`src/rtl/seq_alu.sv`:
```
module seq_alu #(
  parameter int W = 8
) (
  input  logic         clk,
  input  logic         rst_n,
  input  logic         ld_valid,
  input  logic [W-1:0] ld_data,
  input  logic         op_valid,
  input  logic [4:0]   instr,
  input  logic         wb_a,
  output logic         next_b,
  output logic         res_valid,
  output logic [W-1:0] res_data,
  output logic         res_carry,
  output logic         res_zero
);
  localparam logic [1:0] S_SUM = 2'd0, S_XOR = 2'd1, S_OR = 2'd2, S_NOR = 2'd3;

  logic [W-1:0] a_q, b_q;
  logic [4:0]   ctl;

  always_comb begin
    case (instr[3:0])
      4'd0:    ctl = {3'b000, S_SUM};
      4'd1:    ctl = {3'b101, S_SUM};
      4'd2:    ctl = {3'b011, S_SUM};
      4'd3:    ctl = {3'b101, S_OR};
      4'd4:    ctl = {3'b110, S_NOR};
      4'd5:    ctl = {3'b000, S_OR};
      4'd6:    ctl = {3'b000, S_XOR};
      4'd7:    ctl = {3'b000, S_NOR};
      4'd8:    ctl = {3'b110, S_OR};
      4'd9:    ctl = {3'b100, S_XOR};
      4'd10:   ctl = {3'b010, S_SUM};
      4'd11:   ctl = {3'b111, S_SUM};
      4'd12:   ctl = {3'b001, S_SUM};
      4'd13:   ctl = {3'b100, S_NOR};
      4'd14:   ctl = {3'b010, S_OR};
      default: ctl = {3'b010, S_NOR};
    endcase
  end

  wire       inv_a = ctl[4];
  wire       inv_b = ctl[3];
  wire       cin   = ctl[2];
  wire [1:0] sel   = ctl[1:0];
  wire       fire  = op_valid & instr[4];

  wire [W-1:0] opa = inv_a ? ~a_q : a_q;
  wire [W-1:0] opb = (sel == S_SUM) ? (inv_b ? '0 : b_q)
                                    : (cin ? '0 : (inv_b ? ~b_q : b_q));
  wire [W:0]   sum = {1'b0, opa} + {1'b0, opb} + {{W{1'b0}}, cin & (sel == S_SUM)};

  logic [W-1:0] rslt;
  always_comb begin
    case (sel)
      S_SUM:   rslt = sum[W-1:0];
      S_XOR:   rslt = opa ^ opb;
      S_OR:    rslt = opa | opb;
      default: rslt = ~(opa | opb);
    endcase
  end

  always_ff @(posedge clk or negedge rst_n) begin
    if (!rst_n) begin
      a_q       <= '0;
      b_q       <= '0;
      next_b    <= 1'b0;
      res_valid <= 1'b0;
      res_data  <= '0;
      res_carry <= 1'b0;
      res_zero  <= 1'b0;
    end else begin
      res_valid <= fire;
      if (fire) begin
        res_data  <= rslt;
        res_carry <= (sel == S_SUM) & sum[W];
        res_zero  <= (rslt == '0);
        next_b    <= wb_a;
        if (wb_a) a_q <= rslt;
      end else if (ld_valid) begin
        if (next_b) b_q <= ld_data;
        else        a_q <= ld_data;
        next_b <= ~next_b;
      end
    end
  end
endmodule

```
`config.mk`:
```
export PLATFORM = sky130hd
export DESIGN_NAME = seq_alu
export DESIGN_NICKNAME = d
export VERILOG_FILES = /design/src/rtl/seq_alu.sv
export SDC_FILE = /design/constraint.sdc
export NUM_CORES = 1
export LEC_CHECK = 0
export ABC_AREA = 0
export CAP_MARGIN = 20
export CORE_MARGIN = 2
export CORE_UTILIZATION = 58
export DETAILED_ROUTE_END_ITERATION = 16
export GPL_TIMING_DRIVEN = 0
export PLACE_DENSITY = 0.94
export SLEW_MARGIN = 15
export SYNTH_ARGS = -nofsm -noshare
export SYNTH_HDL_FRONTEND = slang
export SYNTH_SLANG_ARGS = --single-unit
```
`constraint.sdc`:
```
create_clock -name clk -period 4.5 [get_ports clk]
set_input_delay 0.9 -clock clk [delete_from_list [all_inputs] [get_ports clk]]
set_output_delay 0.9 -clock clk [all_outputs]
set_load 0.01 [all_outputs]
```
==> out/summary.log, run 1 <==
INFO  power_and_ir_drop switchingPower=755uW
INFO  yosys          synth.area.mux_share=7.00%
INFO  power_and_ir_drop leakagePower=1.57nW
INFO  power_and_ir_drop power.combinational.fraction=69.2%
INFO  floorplanning  design.portCount=30
INFO  clock_tree     cts_tree=done
INFO  min_path       holdCritPathClass=register to register
INFO  floorplanning  fp.dieW=72.9um
INFO  finish         syn_to_final_growth=25.5%
INFO  finish         drive_gt1_share=17.2%
INFO  floorplanning  design.core.area=4660um^2
INFO  power_and_ir_drop seq_power_share=23.2%
INFO  routing        drcViolationCount=0
INFO  finish         final.fill_count=293
INFO  finish         final_net_count=442
INFO  sta            worst-slew-pin-transition=533ps
INFO  yosys          share_of_flip_flops_with_an_asynchronous_set_or_reset_after_synthesis=100%
INFO  routing        firstDrtPassIters=5
INFO  grt            grt_pass1_vias=2601
INFO  grt            use_met3=1.80%
INFO  setup_path     critical_path_required=4670ps
INFO  finish         layout_commonest_cell=sky130_fd_sc_hd__nand2_1
INFO  clock_tree     clock-sinks=28
INFO  sta            post-route-min-period=4400ps
INFO  floorplanning  row_count=25
INFO  yosys          synth_xor_xnor_area_share=7.64%
INFO  setup_path     category_of_the_most_critical_setup_path=input pin to register
INFO  grt            grt_start_max_net_pins=19
INFO  yosys          synth_seq_cells=28
INFO  sta            setup_violations=0
INFO  routing        vias=2810
INFO  clock_tree     cts_inserted_buffers=3
INFO  clock_tree     clock_insertion_delay_worst_skew=270ps
INFO  sta            hold_viol_final=0
INFO  floorplanning  initial_cell_density_of_the_core=59.0%
INFO  power_and_ir_drop total_power=1.71mW
INFO  setup_path     reg2regPathDepth=13
INFO  yosys          netlist.area_leader.share=25.5%
INFO  setup_path     worst_setup_path_end_kind=register
INFO  grt            grt_pass1_wl=12300um
INFO  yosys          synth_flop_cell=sky130_fd_sc_hd__dfrtp_1
INFO  grt            groute.usage.overall=29.4%
INFO  yosys          seq_area_frac_synth=25.5%
INFO  yosys          yosys.area_share.adder=12.4%
INFO  job            timing.max_cap.violations=0
INFO  yosys          synth-warning-count=0
INFO  sta            worst_slew_margin_rel=64.4%
INFO  sta            clock-skew-final=2.31ps
INFO  yosys          library_cell_occupying_the_most_area_in_the_post_synthesis_netlist=sky130_fd_sc_hd__dfrtp_1
INFO  routing        initial_drt_markers=357
INFO  setup_path     critical_path_peak_fanout=10
INFO  clock_tree     clock_tree.htree_level_count=1
INFO  floorplanning  floorplan.die_area=5310um^2
INFO  finish         number_of_antenna_diodes=0
INFO  placed_design  io_buffer_count=27
INFO  grt            use_met1=38.5%
INFO  power_and_ir_drop clkPwrFrac=7.5%
INFO  finish         most-common-layout-cells=45 x sky130_fd_sc_hd__nand2_1, 30 x sky130_fd_sc_hd__inv_1, 29 x sky130_fd_sc_hd__nor2_1
INFO  clock_tree     maximum_clock_path_buffer_count=2
INFO  grt            number_of_antenna_violations_at_the_first_check_in_global_routing=0
INFO  grt            top_usage_layer_grt=met2
INFO  power_and_ir_drop power.density=496nW/um^2
INFO  placed_design  rd_place_congestion=0.881
INFO  power_and_ir_drop power_switching_share=44.0%
INFO  clock_tree     cts.clk_slew.worst_paths=80ps
INFO  yosys          postSynthCellCount=348
INFO  yosys          synth_area_leaders=sky130_fd_sc_hd__dfrtp_1 25%, sky130_fd_sc_hd__ha_1 11%, sky130_fd_sc_hd__xnor2_1 7.0%
INFO  yosys          synthesized_area_fraction_occupied_by_ao_oa_aoi_and_oai_cells=22.0%
INFO  clock_tree     cts_hold_repair.buffers=0
INFO  power_and_ir_drop cell_internal_pwr=959uW
INFO  power_and_ir_drop vdd_ir_drop_max=0.424mV
INFO  yosys          share_of_synthesized_cell_area_in_and_or_nand_and_nor_gates=18.4%
INFO  yosys          synthDistinctLibCells=48
INFO  yosys          synthesized_area_divided_by_synthesized_cell_count=7.91um^2
INFO  sta            maximum_clock_frequency=0.227GHz
INFO  finish         postLayoutCellArea=3450um^2
INFO  sta            slew_viol_final=0
INFO  grt            grt-ovfl-total=0
INFO  outcome        status=finished, final reports clean
INFO  placed_design  placedInstanceArea=3140um^2
INFO  clock_tree     clockRootBuffer=sky130_fd_sc_hd__clkbuf_8
INFO  sta            finalSetupTns=0ps
INFO  yosys          largest_family_of_logic_cells_by_synthesized_area=compound AO/OA/AOI/OAI gates
INFO  yosys          postSynthNetCount=392
INFO  setup_path     worstSetupStartpointType=input pin
INFO  routing        postRouteAntennaNets=0
INFO  yosys          number_of_synthesized_flops_with_an_enable_pin=0
INFO  placed_design  dpl_hpwl=5380um
INFO  floorplanning  floorplan.die.height=72.9um
INFO  grt            grt.met2_usage=50.7%
INFO  routing        wirelength_routed=7980um
INFO  sta            hold_slack=482ps
INFO  yosys          syn-cell-area=2750um^2
INFO  setup_path     timing.critical_path.arrival=4580ps
INFO  min_path       worstHoldPathCells=2
INFO  sta            fin_crit_share=97.9%
INFO  routing        routed_via_count_divided_by_cell_count=6.24
INFO  routing        routed_wire_length_per_instance=17.7um
## worst paths after layout
path                                from  endpoint  slack (ps)
worst max-delay path            instr[2]  res_zero         100
worst min-delay path            res_zero  res_zero         480
worst max register to register    b_q[0]  res_zero        1020
worst min register to register  res_zero  res_zero         480
max in group asynchronous          rst_n    a_q[5]        3040
min in group asynchronous          rst_n    b_q[5]         970
## through the flow
| stage | utilization [%] | instances | setup slack, ps |
|---|---|---|---|
| finish | 74.1 | 450 | 96.1 |
| global route | 74.1 | 450 | -44.9 |
| CTS | 71.5 | 443 | 5.49 |
| detailed placement | 67.4 | 430 | -1190 |
| global placement | 67.1 | 429 | -1160 |
| floorplan | - | 348 | 9.06 |
## synthesized netlist by cell type (7+ instances only)
cell type,count
sky130_fd_sc_hd__a21o_1,7
sky130_fd_sc_hd__a21oi_1,19
sky130_fd_sc_hd__and2_1,8
sky130_fd_sc_hd__and3_1,9
sky130_fd_sc_hd__clkbuf_1,14
sky130_fd_sc_hd__dfrtp_1,28
sky130_fd_sc_hd__ha_1,24
sky130_fd_sc_hd__inv_1,30
sky130_fd_sc_hd__mux2_2,9
sky130_fd_sc_hd__nand2_1,46
sky130_fd_sc_hd__nor2_1,29
sky130_fd_sc_hd__o21ai_0,29
sky130_fd_sc_hd__o22ai_1,10
sky130_fd_sc_hd__xnor2_1,22
## per-layer routing
metal	wire length, um	part of all wire (%)	up-vias
li1	-	-	1297
met1	3300	41	1324
met2	3890	49	153
met3	468	5.9	36
met4	320	4.0	0
met5	0	0	-
## timing repair
action | CTS | global route
pin swaps | 11 | 15
endpoints found under the setup margin | 18 | 4
resized for setup | 22 | 24
endpoints found under the hold margin | 0 | 0
setup buffers | 12 | 9
## critical path, stage by stage
cell and delay (ps):
sky130_fd_sc_hd__buf_4 150, sky130_fd_sc_hd__buf_8 140, sky130_fd_sc_hd__buf_8 130, sky130_fd_sc_hd__o21bai_1 150, sky130_fd_sc_hd__a22oi_2 140, sky130_fd_sc_hd__ha_1 310, sky130_fd_sc_hd__inv_1 40, sky130_fd_sc_hd__o22ai_1 130
sky130_fd_sc_hd__nand2_1 70, sky130_fd_sc_hd__and3_4 210, sky130_fd_sc_hd__fa_2 380, sky130_fd_sc_hd__fa_2 400, sky130_fd_sc_hd__a211oi_4 330, sky130_fd_sc_hd__nor3_2 90, sky130_fd_sc_hd__xnor2_1 170, sky130_fd_sc_hd__a21oi_1 100
sky130_fd_sc_hd__or3_4 410, sky130_fd_sc_hd__o41ai_2 320
## state kept, by name, summed over array words and instances, names as in the netlist
name / cells
res_zero: 1
b_q: 8
res_carry: 1
res_valid: 1
res_data: 8
a_q: 8
next_b: 1
## power by group through the flow
stage          combinational, mW  sequential (mW)  clock, mW
6_report                    1.19            0.398      0.129
5_1_grt                     1.27            0.406      0.137
4_1_cts                     1.06            0.394      0.129
3_5_place_dp               0.958            0.397          0
3_3_place_gp               0.907            0.391          0
2_1_floorplan              0.697            0.397          0
## logic make-up (layout without fill, tap and decap cells)
group	after synthesis	in the layout
buffers and inverters	49	97
AOI/OAI and AO/OA	95	95
and+or+nand+nor	110	110
adders and majority gates	26	26
DFF	28	28
muxes	16	16
xor gates and xnor gates	24	24
## layout make-up
type | instances | area (um^2) | share of cell area [%]
Clock buffer | 3 | 41.3 | 1.20
Buffer | 15 | 108 | 3.12
Inverter | 30 | 113 | 3.26
Multi-Input combinational cell | 271 | 1980 | 57.4
Sequential cell | 28 | 701 | 20.3
Timing Repair Buffer | 49 | 443 | 12.8
Tap cell | 54 | 67.6 | 1.96
(Power assumes the default switching activity.)
==> run 2, diff against run 1 <==
--- a/config.mk
+++ b/config.mk
@@ -13,4 +13,5 @@
 export GPL_TIMING_DRIVEN = 0
 export PLACE_DENSITY = 0.94
+export REMOVE_ABC_BUFFERS = 1
 export SLEW_MARGIN = 15
 export SYNTH_ARGS = -nofsm -noshare
==> constraint.sdc (replaced) <==
create_clock -name clk -period 4.5 [get_ports clk]
set_input_delay 0.45 -clock clk [delete_from_list [all_inputs] [get_ports clk]]
set_output_delay 0.45 -clock clk [all_outputs]
set_load 0.01 [all_outputs]
==> out/summary.log, run 2 (same netlist as run 1, synthesis figures left out) <==
INFO  sta            unrepaired_setup_endpoints_after_global_routing=false
INFO  setup_path     category_of_the_most_critical_setup_path=input pin to register
INFO  routing        vias=2551
INFO  setup_path     path_cells=buf_4 > nand2b_1 > o21ai_1 > a22oi_2 > buf_4 > ha_1 > and2_1 > o21ai_0 > and3_1 > ha_1 > a211oi_1 > o21ai_0 > xnor2_1 > nor2_1 > o32a_1 > or3_1 > o41ai_2
INFO  floorplanning  design.portCount=30
INFO  finish         number_of_antenna_diodes=0
INFO  setup_path     crit_cells=17
INFO  routing        drcViolationCount=0
INFO  clock_tree     maximum_clock_path_buffer_count=2
INFO  setup_path     timing.critical_path.arrival=4340ps
INFO  setup_path     worst_path_largest_cell_delay=430ps
INFO  finish         final_net_count=414
INFO  finish         finalNonFillerCells=423
INFO  sta            post-route-min-period=4160ps
INFO  grt            grt_pass1_vias=2373
INFO  routing        postRouteAntennaNets=0
INFO  grt            number_of_antenna_violations_at_the_first_check_in_global_routing=0
INFO  grt            groute.usage.overall=26.0%
INFO  routing        routed_wire_length_per_instance=15.6um
INFO  floorplanning  fp.dieW=72.9um
INFO  setup_path     reg2regPathDepth=13
INFO  setup_path     critical_path_peak_fanout=43
INFO  sta            setup_violations=0
INFO  placed_design  rd_place_congestion=0.863
INFO  setup_path     regToRegStartpoint=b_q[0]
INFO  clock_tree     cts_hold_repair.buffers=0
INFO  clock_tree     clock-sinks=28
INFO  power_and_ir_drop vdd_ir_drop_max=0.394mV
INFO  clock_tree     clockRootBuffer=sky130_fd_sc_hd__clkbuf_8
INFO  setup_path     worstSetupStartpoint=instr[2]
INFO  sta            maximum_clock_frequency=0.240GHz
INFO  routing        initial_drt_markers=177
INFO  placed_design  dpl_hpwl=4760um
INFO  setup_path     critical_path_required=4680ps
INFO  setup_path     crit_buf_inv=2
INFO  clock_tree     cts_inserted_buffers=3
INFO  min_path       holdCritPathClass=register to register
INFO  setup_path     crit_family=compound AO/OA/AOI/OAI gates
INFO  sta            fin_crit_share=92.5%
INFO  floorplanning  initial_cell_density_of_the_core=59.0%
INFO  clock_tree     cts_tree=done
INFO  routing        routed_via_count_divided_by_cell_count=6.03
INFO  grt            grt_pass1_wl=10800um
INFO  finish         drive_gt1_share=8.94%
INFO  setup_path     worstSetupStartpointType=input pin
INFO  finish         multi_input_comb_area=1870um^2
INFO  finish         most-common-layout-cells=46 x sky130_fd_sc_hd__nand2_1, 30 x sky130_fd_sc_hd__inv_1, 29 x sky130_fd_sc_hd__nor2_1
INFO  setup_path     worst_setup_path_end_kind=register
INFO  floorplanning  floorplan.die_area=5310um^2
INFO  setup_path     critPathSlowestCell=sky130_fd_sc_hd__a211oi_1
INFO  finish         biggestRegsByFlops=a_q x8, b_q x8, res_data x8
INFO  sta            clock-skew-final=4.60ps
INFO  clock_tree     cts.clk_slew.worst_paths=90ps
INFO  power_and_ir_drop power.density=491nW/um^2
INFO  placed_design  io_buffer_count=29
INFO  clock_tree     clock_insertion_delay_worst_skew=270ps
INFO  finish         syn_to_final_growth=15.0%
INFO  routing        wirelength_routed=6590um
INFO  job            timing.max_cap.violations=0
INFO  min_path       hp-start=res_zero
INFO  sta            worst-slew-pin-transition=996ps
INFO  finish         layout_commonest_cell=sky130_fd_sc_hd__nand2_1
INFO  grt            grt_start_max_net_pins=44
INFO  sta            hold_viol_final=0
INFO  routing        firstDrtPassIters=4
INFO  power_and_ir_drop leakagePower=1.45nW
INFO  outcome        status=finished, final reports clean
INFO  sta            slew_viol_final=0
INFO  finish         final.fill_count=342
INFO  sta            finalSetupTns=0ps
INFO  finish         sequential_cell_area=701um^2
INFO  sta            worst_slew_margin_rel=33.6%
INFO  placed_design  dp.cells=413
INFO  floorplanning  row_count=25
INFO  min_path       worstHoldPathCells=2
INFO  clock_tree     clock_tree.htree_level_count=1
INFO  floorplanning  design.core.area=4660um^2
INFO  grt            grt-ovfl-total=0
INFO  floorplanning  floorplan.die.height=72.9um
run 2: worst paths after layout:
kind | end | slack, ps
worst max-delay path | res_zero | 340
worst min-delay path | res_zero | 490
worst max register to register | res_zero | 930
worst min register to register | res_zero | 490
max in group asynchronous | a_q[0] | 3490
min in group asynchronous | b_q[7] | 520
run 2: timing repair:
action / CTS / global route
setup buffers: 0 / 6
setup endpoints to repair: 17 / 5
gates cloned: 0 / 0
pin swaps: 0 / 1
gates resized for setup: 13 / 5
run 2: metal layers:
layer	track usage [%]	share of wire, %	up-vias
met3	2.62	5.5	23
met4	12.1	3.9	0
met1	35.0	44	1200
li1	-	-	1237
met5	0	0	-
met2	42.1	47	91
run 2: through the flow:
stage	setup WS (ps)	hold slack, ps	cell area (um^2)	utilization, %	power (mW)
after detailed placement	-1200	462	3040	65.1	1.33
after global placement	-1400	462	3030	64.9	1.28
after CTS	4.03	492	3120	67.0	1.53
after floorplan	565	154	2670	-	1.07
final	339	487	3160	67.9	1.55
after global routing	29.0	512	3160	67.9	1.69
run 2: area by class of cell:
type | count | area share [%]
clock buffers | 3 | 1.31
clock inverters | 1 | 0.949
inverters | 30 | 3.56
multi-input cells | 271 | 59.2
flip-flops and latches | 28 | 22.2
well taps | 54 | 2.14
repair buffers | 36 | 10.7
run 2: power breakdown:
part,total (mW),internal [mW],switching (mW)
registers,0.393,0.334,0.0583
logic,0.968,0.449,0.519
clock network,0.193,0.119,0.0735
run 2: worst reg2reg max path: cells and delay by family (launching register included):
kind / cells / cell delay (ps)
adders and majority gates: 2 / 780
buffers and inverters: 1 / 40
and+or+nand+nor: 4 / 770
xor gates and xnor gates: 1 / 170
AOI/OAI and AO/OA: 5 / 1310
DFF: 1 / 410
